[src/rtl/hsec_pkg.sv]
// Package hsec_pkg
// Shared compile-time helpers for the Hamming-protected memory: check-bit
// count, position map of data bits, and per-check-bit coverage masks.
// Assumes data widths of at most 64 bits.
package hsec_pkg;

    // Smallest k such that 2^k - 1 >= m + k.
    function automatic int chk_bits(int m);
        int k;
        k = 1;
        while (((1 << k) - 1) < (m + k)) k++;
        return k;
    endfunction

    // True when p is a positive power of two.
    function automatic bit is_pow2(int p);
        return (p > 0) && ((p & (p - 1)) == 0);
    endfunction

    // 1-based codeword position of data bit j (non-power-of-two slots in order).
    function automatic int data_pos(int j);
        int res;
        int cnt;
        res = 0;
        cnt = 0;
        for (int p = 1; p < 256; p++) begin
            if (!is_pow2(p)) begin
                if (cnt == j && res == 0) res = p;
                cnt++;
            end
        end
        return res;
    endfunction

    // Data bits whose position index has bit i set.
    function automatic logic [63:0] cover_mask(int i, int m);
        logic [63:0] msk;
        msk = '0;
        for (int j = 0; j < m; j++) begin
            if (((data_pos(j) >> i) & 1) == 1) msk[j] = 1'b1;
        end
        return msk;
    endfunction

endpackage

[src/rtl/hsec_encoder.sv]
// Module hsec_encoder
// Computes the Hamming check bits for one data word, each chosen for even
// parity over its covered positions. Purely combinational.
// Assumes DATA_W <= 64.
module hsec_encoder #(
    parameter int DATA_W = 8,
    localparam int CHK_W = hsec_pkg::chk_bits(DATA_W)
) (
    input  logic [DATA_W-1:0] data_i,
    output logic [CHK_W-1:0]  chk_o
);

    // One parity tree per check bit over the data bits it covers.
    for (genvar i = 0; i < CHK_W; i++) begin : g_chk
        localparam logic [63:0] COVER = hsec_pkg::cover_mask(i, DATA_W);
        assign chk_o[i] = ^(data_i & COVER[DATA_W-1:0]);
    end

endmodule

[src/rtl/hsec_store.sv]
// Module hsec_store
// Codeword array with a synchronous write and a one-cycle registered read.
// A read and a write at one edge return the old contents. Reset clears all
// words and the read register.
module hsec_store #(
    parameter int ADDR_W = 4,
    parameter int WORD_W = 12,
    localparam int DEPTH = 1 << ADDR_W
) (
    input  logic              clk,
    input  logic              rst_n,
    input  logic              wr_en,
    input  logic [ADDR_W-1:0] wr_addr,
    input  logic [WORD_W-1:0] wr_word,
    input  logic              rd_en,
    input  logic [ADDR_W-1:0] rd_addr,
    output logic [WORD_W-1:0] rd_word,
    output logic              rd_valid
);

    logic [WORD_W-1:0] mem [DEPTH];

    // Array update: clear on reset, else store the incoming codeword.
    always_ff @(posedge clk) begin
        if (!rst_n) begin
            for (int a = 0; a < DEPTH; a++) mem[a] <= '0;
        end else if (wr_en) begin
            mem[wr_addr] <= wr_word;
        end
    end

    // Read register: capture the addressed word and the valid strobe.
    always_ff @(posedge clk) begin
        if (!rst_n) begin
            rd_word  <= '0;
            rd_valid <= 1'b0;
        end else begin
            if (rd_en) rd_word <= mem[rd_addr];
            rd_valid <= rd_en;
        end
    end

endmodule

[src/rtl/hsec_decoder.sv]
// Module hsec_decoder
// Splits a fetched codeword, forms the syndrome against freshly computed
// check bits, and classifies it: clean, check-bit fault, data-bit fault
// (corrected by position) or out of range (uncorrectable).
// Outputs are zero while valid_i is low.
module hsec_decoder #(
    parameter int DATA_W = 8,
    localparam int CHK_W = hsec_pkg::chk_bits(DATA_W),
    localparam int CW_W  = DATA_W + CHK_W
) (
    input  logic              valid_i,
    input  logic [CW_W-1:0]   cw_i,
    output logic [DATA_W-1:0] data_o,
    output logic              corrected_o,
    output logic              uncorr_o
);

    logic [DATA_W-1:0] data_raw;
    logic [CHK_W-1:0]  chk_stored;
    logic [CHK_W-1:0]  chk_fresh;
    logic [CHK_W-1:0]  syn;
    logic [DATA_W-1:0] flip_vec;
    logic [DATA_W-1:0] data_fix;
    logic              corr_c;
    logic              unc_c;

    // Data bits: pull from their positions and build the flip selector.
    for (genvar j = 0; j < DATA_W; j++) begin : g_dat
        localparam int P = hsec_pkg::data_pos(j);
        assign data_raw[j] = cw_i[P-1];
        assign flip_vec[j] = (int'(syn) == P);
    end

    // Check bits: pull from the power-of-two positions.
    for (genvar i = 0; i < CHK_W; i++) begin : g_chk
        assign chk_stored[i] = cw_i[(1 << i) - 1];
    end

    hsec_encoder #(.DATA_W(DATA_W)) u_recalc (
        .data_i (data_raw),
        .chk_o  (chk_fresh)
    );

    assign syn = chk_fresh ^ chk_stored;

    // Syndrome classification and correction.
    always_comb begin
        data_fix = data_raw;
        corr_c   = 1'b0;
        unc_c    = 1'b0;
        if (syn == '0) begin
            corr_c = 1'b0;
        end else if ($countones(syn) == 1) begin
            corr_c = 1'b1;
        end else if (int'(syn) > CW_W) begin
            unc_c = 1'b1;
        end else begin
            corr_c   = 1'b1;
            data_fix = data_raw ^ flip_vec;
        end
    end

    // Output gating by the read strobe.
    assign data_o      = valid_i ? data_fix : '0;
    assign corrected_o = valid_i & corr_c;
    assign uncorr_o    = valid_i & unc_c;

    // Outcome checks against the fetched data bits.
    always_comb begin
        if (valid_i && syn == '0)
            AST_CLEAN_PASS: assert (data_o == data_raw && !corrected_o && !uncorr_o);
        if (valid_i && $countones(syn) == 1)
            AST_CHKBIT_PASS: assert (data_o == data_raw && corrected_o && !uncorr_o);
        if (valid_i && $countones(syn) > 1 && int'(syn) <= CW_W)
            AST_ONE_BIT_FIX: assert ($countones(data_o ^ data_raw) == 1 && corrected_o);
        if (valid_i && int'(syn) > CW_W)
            AST_OUT_OF_RANGE: assert (data_o == data_raw && uncorr_o && !corrected_o);
    end

endmodule

[src/rtl/hsec_ecc_mem.sv]
// Module hsec_ecc_mem
// Top of the Hamming-protected memory: encodes write data, applies the
// fault-injection mask, stores the codeword, and decodes the registered
// read word. Result, valid and flags appear one cycle after rd_en.
// Assumes a synchronous active-low reset held for at least one edge.
module hsec_ecc_mem #(
    parameter int DATA_W = 8,
    parameter int ADDR_W = 4,
    localparam int CHK_W = hsec_pkg::chk_bits(DATA_W),
    localparam int CW_W  = DATA_W + CHK_W
) (
    input  logic              clk,
    input  logic              rst_n,
    input  logic              wr_en,
    input  logic [ADDR_W-1:0] wr_addr,
    input  logic [DATA_W-1:0] wr_data,
    input  logic [CW_W-1:0]   inj_mask,
    input  logic              rd_en,
    input  logic [ADDR_W-1:0] rd_addr,
    output logic [DATA_W-1:0] rd_data,
    output logic              rd_valid,
    output logic              err_corrected,
    output logic              err_uncorrectable
);

    logic [CHK_W-1:0] wr_chk;
    logic [CW_W-1:0]  wr_cw;
    logic [CW_W-1:0]  rd_cw;

    hsec_encoder #(.DATA_W(DATA_W)) u_enc (
        .data_i (wr_data),
        .chk_o  (wr_chk)
    );

    // Codeword assembly: data bits into non-power-of-two positions.
    for (genvar j = 0; j < DATA_W; j++) begin : g_pack_d
        localparam int P = hsec_pkg::data_pos(j);
        assign wr_cw[P-1] = wr_data[j] ^ inj_mask[P-1];
    end

    // Codeword assembly: check bits into power-of-two positions.
    for (genvar i = 0; i < CHK_W; i++) begin : g_pack_c
        assign wr_cw[(1 << i) - 1] = wr_chk[i] ^ inj_mask[(1 << i) - 1];
    end

    hsec_store #(.ADDR_W(ADDR_W), .WORD_W(CW_W)) u_store (
        .clk      (clk),
        .rst_n    (rst_n),
        .wr_en    (wr_en),
        .wr_addr  (wr_addr),
        .wr_word  (wr_cw),
        .rd_en    (rd_en),
        .rd_addr  (rd_addr),
        .rd_word  (rd_cw),
        .rd_valid (rd_valid)
    );

    hsec_decoder #(.DATA_W(DATA_W)) u_dec (
        .valid_i     (rd_valid),
        .cw_i        (rd_cw),
        .data_o      (rd_data),
        .corrected_o (err_corrected),
        .uncorr_o    (err_uncorrectable)
    );

    AST_VALID_AFTER_REQ: assert property (@(posedge clk) disable iff (!rst_n)
        rd_en |=> rd_valid);
    AST_NO_STRAY_VALID: assert property (@(posedge clk) disable iff (!rst_n)
        !rd_en |=> !rd_valid);
    AST_IDLE_QUIET: assert property (@(posedge clk) disable iff (!rst_n)
        !rd_valid |-> (rd_data == '0 && !err_corrected && !err_uncorrectable));
    AST_FLAGS_EXCLUSIVE: assert property (@(posedge clk) disable iff (!rst_n)
        !(err_corrected && err_uncorrectable));
    AST_RESET_CLEARS: assert property (@(posedge clk)
        !rst_n |=> !rd_valid);

endmodule

[config.mk]
export PLATFORM = sky130hd
export DESIGN_NAME = hsec_ecc_mem
export DESIGN_NICKNAME = d
export VERILOG_FILES = /design/src/rtl/hsec_pkg.sv /design/src/rtl/hsec_encoder.sv /design/src/rtl/hsec_store.sv /design/src/rtl/hsec_decoder.sv /design/src/rtl/hsec_ecc_mem.sv
export SDC_FILE = /design/constraint.sdc
export NUM_CORES = 1
export LEC_CHECK = 0
export BUFFER_PORTS_ARGS = -buffer_cell sky130_fd_sc_hd__clkbuf_2
export CORE_ASPECT_RATIO = 0.5
export CORE_MARGIN = 4
export CORE_UTILIZATION = 45
export CTS_BUF_LIST = sky130_fd_sc_hd__clkbuf_4 sky130_fd_sc_hd__clkbuf_8
export CTS_CLUSTER_DIAMETER = 50
export DETAILED_ROUTE_END_ITERATION = 10
export GPL_ROUTABILITY_DRIVEN = 0
export PLACE_DENSITY = 0.6
export RECOVER_POWER = 25
export SYNTH_ARGS = -nofsm -noshare
export SYNTH_HDL_FRONTEND = slang
export SYNTH_SLANG_ARGS = --single-unit
[constraint.sdc]
create_clock -name clk -period 3.9 [get_ports clk]
set_clock_uncertainty 0.2 [all_clocks]
set_input_delay 0.195 -clock clk [delete_from_list [all_inputs] [get_ports clk]]
set_output_delay 0.195 -clock clk [all_outputs]
set_load 0.02 [all_outputs]
==> results of run 1 <==
-- metal layers --
| layer | share of wire, % | track usage, % | vias up | wire (um) |
|---|---|---|---|---|
| met3 | 9.8 | 2.94 | 26 | 2310 |
| met2 | 47 | 33.8 | 282 | 11100 |
| met5 | 0 | 0 | - | 0 |
| met4 | 1.6 | 4.36 | 0 | 370 |
| met1 | 42 | 30.5 | 2927 | 9820 |
| li1 | - | - | 2666 | - |
-- report_power, final --
| part | internal [uW] | switching, uW |
|---|---|---|
| combinational | 415 | 586 |
| sequential | 2530 | 42.9 |
| clock | 857 | 831 |
-- path summary, 6_finish.rpt --
check / start / to / slack (ns) / cells after the start
setup / recovery: u_store.rd_word[11] / rd_data[2] / -0.12 / 12
hold / removal: wr_data[5] / u_store.mem[2][9] / 0.04 / 4
setup reg to reg: u_store.mem[11][4] / u_store.rd_word[4] / 1.97 / 4
hold reg to reg: u_store.rd_word[3] / u_store.rd_word[3] / 0.40 / 2
-- stage by stage --
step	TNS [ns]	cell area, sq um	cells	power [uW]
after floorplan	0	9350	686	3150
after global placement	0	9980	982	3420
after detailed placement	0	9980	982	3450
after CTS	-0.255	10800	1057	5210
after global routing	-1.62	10800	1060	5480
final	-0.355	10800	1060	5260
-- final cells by class --
class                      count  area, sq um
fill                        1720         9090
sequential                   205         6040
multi-input combinational    424         3180
timing repair buffer          99          646
clock buffer                  37          465
tap                          266          333
clock inverter                19          113
inverter                      10         38.8
-- critical path: stages, from the launching register on --
cell	delay (ns)
dfxtp_4	0.35
xor3_1	0.45
xnor2_2	0.19
inv_1	0.08
ha_1	0.28
ha_2	0.16
inv_2	0.04
fa_1	0.50
nand3_4	0.16
nand2_4	0.06
or4_4	0.48
a21oi_2	0.16
clkbuf_8	0.16
-- flip-flops by register name, indices dropped and copies added, names as in the netlist --
name and cells:
u_store.rd_word 12, u_store.rd_valid 1, u_store.mem 192
-- cells by family (layout without fill, tap and decap cells) --
kind of cell    after synthesis  in the layout  share of synthesized area [%]
compound gates               62             62                           4.34
xor+xnor                     36             36                           4.36
fa+ha+maj                     4              4                          0.616
buf+inv                      57            165                           2.35
flops                       205            205                           64.4
mux                          49             49                           11.7
simple gates                273            273                           12.2
-- cell usage in the layout, fill, tap and decap left out, types with 5 or more instances in the layout --
| cell | synthesis | routed |
|---|---|---|
| mux4_2 | 48 | 48 |
| nor2_1 | 197 | 197 |
| clkinv_1 | 1 | 10 |
| clkbuf_1 | 41 | 14 |
| nand2_1 | 32 | 31 |
| edfxtp_1 | 192 | 192 |
| clkbuf_4 | 0 | 7 |
| buf_4 | 0 | 39 |
| dlygate4sd3_1 | 0 | 11 |
| a22oi_1 | 24 | 24 |
| xnor2_2 | 2 | 5 |
| inv_1 | 8 | 6 |
| o21a_1 | 11 | 11 |
| nor2b_1 | 16 | 16 |
| dfxtp_1 | 13 | 7 |
| clkinv_2 | 1 | 9 |
| xnor2_1 | 25 | 22 |
| clkbuf_8 | 0 | 31 |
| a21oi_1 | 20 | 18 |
| nand3_1 | 8 | 7 |
| clkbuf_2 | 0 | 33 |
-- timing repair --
action / in CTS / in global routing
setup endpoints to repair: 9 / 8
gates cloned: 0 / 0
gates resized for setup: 22 / 18
pin swaps: 13 / 8
endpoints found under the hold margin: 122 / 0
setup buffers: 8 / 3
hold buffers: 11 / 0
==> run metrics, run 1 <==
outcome complete, but fails checks; failing checks negative setup slack; I/O pins 43; share of the synthesized area in the top cell type approximately three fifths; share of layout cells above drive strength 1 ~25%; Routed WL between 20000 and 25000 um; Overflow after GRT 0; Synth Warn # 0; required time of the critical path roughly 3.5 ns; CP max FO 5; Post-Synthesis Cells between 600 and 700; CTS Buf Count 30; DRC 0; starting density of the core between 40% and 50%; root buf cell clkbuf_8; Setup WS post-layout -0.124 ns; VDD IR max between 0.2 and 0.25 mV; Post-synth ARST share 0%; number of global-route vias before repair 6058; most frequent cell after synthesis nor2_1; worst-skew pair later-pin latency 0.57 ns; Tmin final around 4.0 ns; antenna violations before repair 0; hold crit path type in2reg; wire per inst ~22 um; Max Fclk around 250 MHz; ant diodes 0; post-synthesis sequential area ratio 64.4%; hpwl dp approximately 15000 um; post-route antenna net violation count 0; vias approximately 6000; clk slew on worst S/H paths 0.07 ns; clock sinks 205; Buffers on Ports 42; Net Count, Synth roughly 720; Max Cap Violations 0; final setup fails 7; Mapped Avg Cell Area approximately 14 sq um; Worst Tran Pin Value between 1 and 1.5 ns; Slew Limit Fails 0; most frequent cells after synthesis nor2_1, edfxtp_1, mux4_2; endpoint class of the critical path output port; Worst EP arrival ~3.6 ns; H-Tree Depth 1; area leader, netlist edfxtp_1; ranking of synthesized cells by area edfxtp_1, mux4_2, nor2_1, dfxtp_1, xnor2_1; Synth Register Bits 205; final hold vios 0; Vias/cell about 5.6; leakage around 0.0037 uW; CTS tree built; number of flops mapped to enable cells by yosys 192; GRT Util Overall ~21%; First-pass DRT Iterations 5; Unique masters post-synth 40; placement row count 36; first-pass GRT wire length between 30000 and 40000 um; relative slew slack about 4.4%; pin count of the biggest net entering global routing 49; Layout area overhead 15.7%; die height 110 um; pre-CTS setup slack 0.163 ns; RSZ-0062 raised after global routing yes; nets 806; Worst Setup Start Kind register; Post-synth top flop edfxtp_1; Post-Syn Area roughly 9400 sq um; area of the die 23300 sq um; pwr dens 487 nW/um^2; critical path class reg2out; DRT iter0 DRCs 705; final worst path period share 103%; die width between 200 and 250 um; Hold WS approximately 0.043 ns; Core ar. 19900 sq um; clock buffer depth 3; Util after Layout between 50 and 60%
Power figures use the tool's default switching activity.
==> run 2, diff against run 1 <==
Settings changed: GPL_ROUTABILITY_DRIVEN 0 to not set, SETUP_SLACK_MARGIN set to 0.3.
==> run 2 against run 1 <==
  * The run still ends with negative setup slack left
  * Total power grew 3.2%
  * Via count increased by 1.4%
  * Wire length grew 0.65%
  * Cell count rose by 0.38%
  * Critical path depth unchanged
  * Sequential share of layout area fell by 0.43 points
  * Clock power about the same
  * Global-route usage is essentially flat
  * Utilization up 0.42 points
  * Register-to-register slack better by 0.02 ns
  * First-iteration DRC count increased by 6.0%
  * Highest routed layer unchanged
==> run metrics, run 2 (same netlist as run 1, synthesis figures left out) <==
first-pass GRT wire length about 36000 um; pwr dens roughly 500 nW/um^2; Overflow after GRT 0; pre-CTS setup slack ~0.16 ns; non-filler instance count after layout between 1000 and 1500; H-Tree Depth 1; sequential power share around 47%; hpwl dp roughly 15000 um; relative slew slack 6.08%; largest register by flop count u_store.mem; final setup fails 8; CP max FO 4; share of layout cells above drive strength 1 between 20% and 30%; VDD IR max approximately 0.21 mV; worst-skew pair later-pin latency 0.56 ns; Setup WS post-layout -0.145 ns; First-pass DRT Iterations 5; clock share of power a little under a third; Util after Layout around 55%; critical path class reg2out; GRT Util Overall 20.8%; biggest regs u_store.mem (192), u_store.rd_word (12), u_store.rd_valid (1); endpoint class of the critical path output port; starting density of the core 47.0%; Worst EP arrival ~3.7 ns; pin count of the biggest net entering global routing 49; crit path from u_store.rd_word[11]; Max Fclk about 250 MHz; post-route antenna net violation count 0; final hold vios 0; Max Cap Violations 0; wire per inst 22.3 um; placement row count 36; DRT iter0 DRCs around 750; CTS Buf Count 30; Worst Setup Start Kind register; die height 110 um; Slew Limit Fails 0; DRC 0; vias between 5000 and 6000; nets 810; Vias/cell ~5.6; failing checks negative setup slack; final worst path period share 104%; switching share of power 27.9%; leakage between 0.003 and 0.004 uW; area of the multi-input gates ~3200 sq um; fillers roughly 1700; Worst Tran Pin Value 1.41 ns; outcome complete, but fails checks; Logic pwr share between 20% and 30%; RSZ-0062 raised after global routing yes; placed insts between 900 and 1000; internal power roughly 3900 uW; most frequent cells in the layout nor2_1, edfxtp_1, mux4_2; Final Wtd Congestion 0.804; Psw about 1500 uW; I/O pins 43; required time of the critical path around 3.5 ns; hold crit path type in2reg; number of global-route vias before repair approximately 6100; Buffers on Ports 42; Layout area overhead 16.6%; Hold Crit Start wr_data[5]; Overall Power around 5400 uW; CTS tree built; number of flip-flops in the largest register around 190; clock sinks 205; RR Startpoint u_store.mem[11][4]; Core ar. about 20000 sq um; root buf cell clkbuf_8; Tmin final 4.04 ns; antenna violations before repair 0; clock buffer depth 3; clk slew on worst S/H paths around 0.070 ns; area of the die 23300 sq um; die width 212 um; FF/Latch Area slightly above 6000 sq um; Routed WL 23700 um; commonest non-fill, non-tap cell in the layout nor2_1; ant diodes 0; setup TNS -0.583 ns
[run 2: cell type report]
type / count / area share (%)
repair buffers: 103 / 6.30
flip-flops and latches: 205 / 55.4
multi-input cells: 424 / 29.6
inverters: 10 / 0.356
clock inverters: 19 / 1.03
well taps: 266 / 3.05
clock buffers: 37 / 4.27
[run 2: through the flow]
| step | instance area (sq um) | hold WS [ns] |
|---|---|---|
| 3_5_place_dp | 9980 | 0.376 |
| 3_3_place_gp | 9980 | 0.373 |
| 4_1_cts | 10800 | 0.00774 |
| 5_1_grt | 10900 | 0.0317 |
| 6_report | 10900 | 0.0483 |
| 2_1_floorplan | 9350 | 0.213 |
[run 2: layer usage]
metal,part of all wire [%],GRT usage (%)
met1,44,30.4
met2,47,33.9
met3,7.6,2.94
met4,1.7,4.36
met5,0,0
[run 2: final timing paths]
check	end	slack, ns	cells past startpoint
min reg2reg	u_store.rd_word[3]	0.39	2
max reg2reg	u_store.rd_word[4]	1.99	4
min	u_store.mem[3][9]	0.05	4
max	rd_data[2]	-0.14	12
[run 2: power by group through the flow]
stage | logic (uW) | registers, uW | clock network [uW]
4_1_cts | 978 | 2570 | 1720
5_1_grt | 1240 | 2590 | 1820
3_5_place_dp | 825 | 2620 | 0
3_3_place_gp | 810 | 2610 | 0
6_report | 1170 | 2580 | 1690
2_1_floorplan | 551 | 2600 | 0
[run 2: timing repair]
item | in CTS | in global routing
setup endpoints to repair | 10 | 10
hold buffers | 11 | 0
endpoints found under the hold margin | 122 | 0
buffers inserted | 10 | 5
pin swaps | 13 | 6
resized for setup | 27 | 27
[run 2: critical path, stage by stage, from the launching register on]
cell      delay [ns]
dfxtp_4         0.35
xor3_1          0.45
xnor2_2         0.19
inv_1           0.08
buf_4           0.13
nor2_2          0.18
inv_1           0.13
fa_1            0.52
nand3_4         0.13
nand2_4         0.07
or4_4           0.53
a21oi_2         0.17
clkbuf_8        0.17
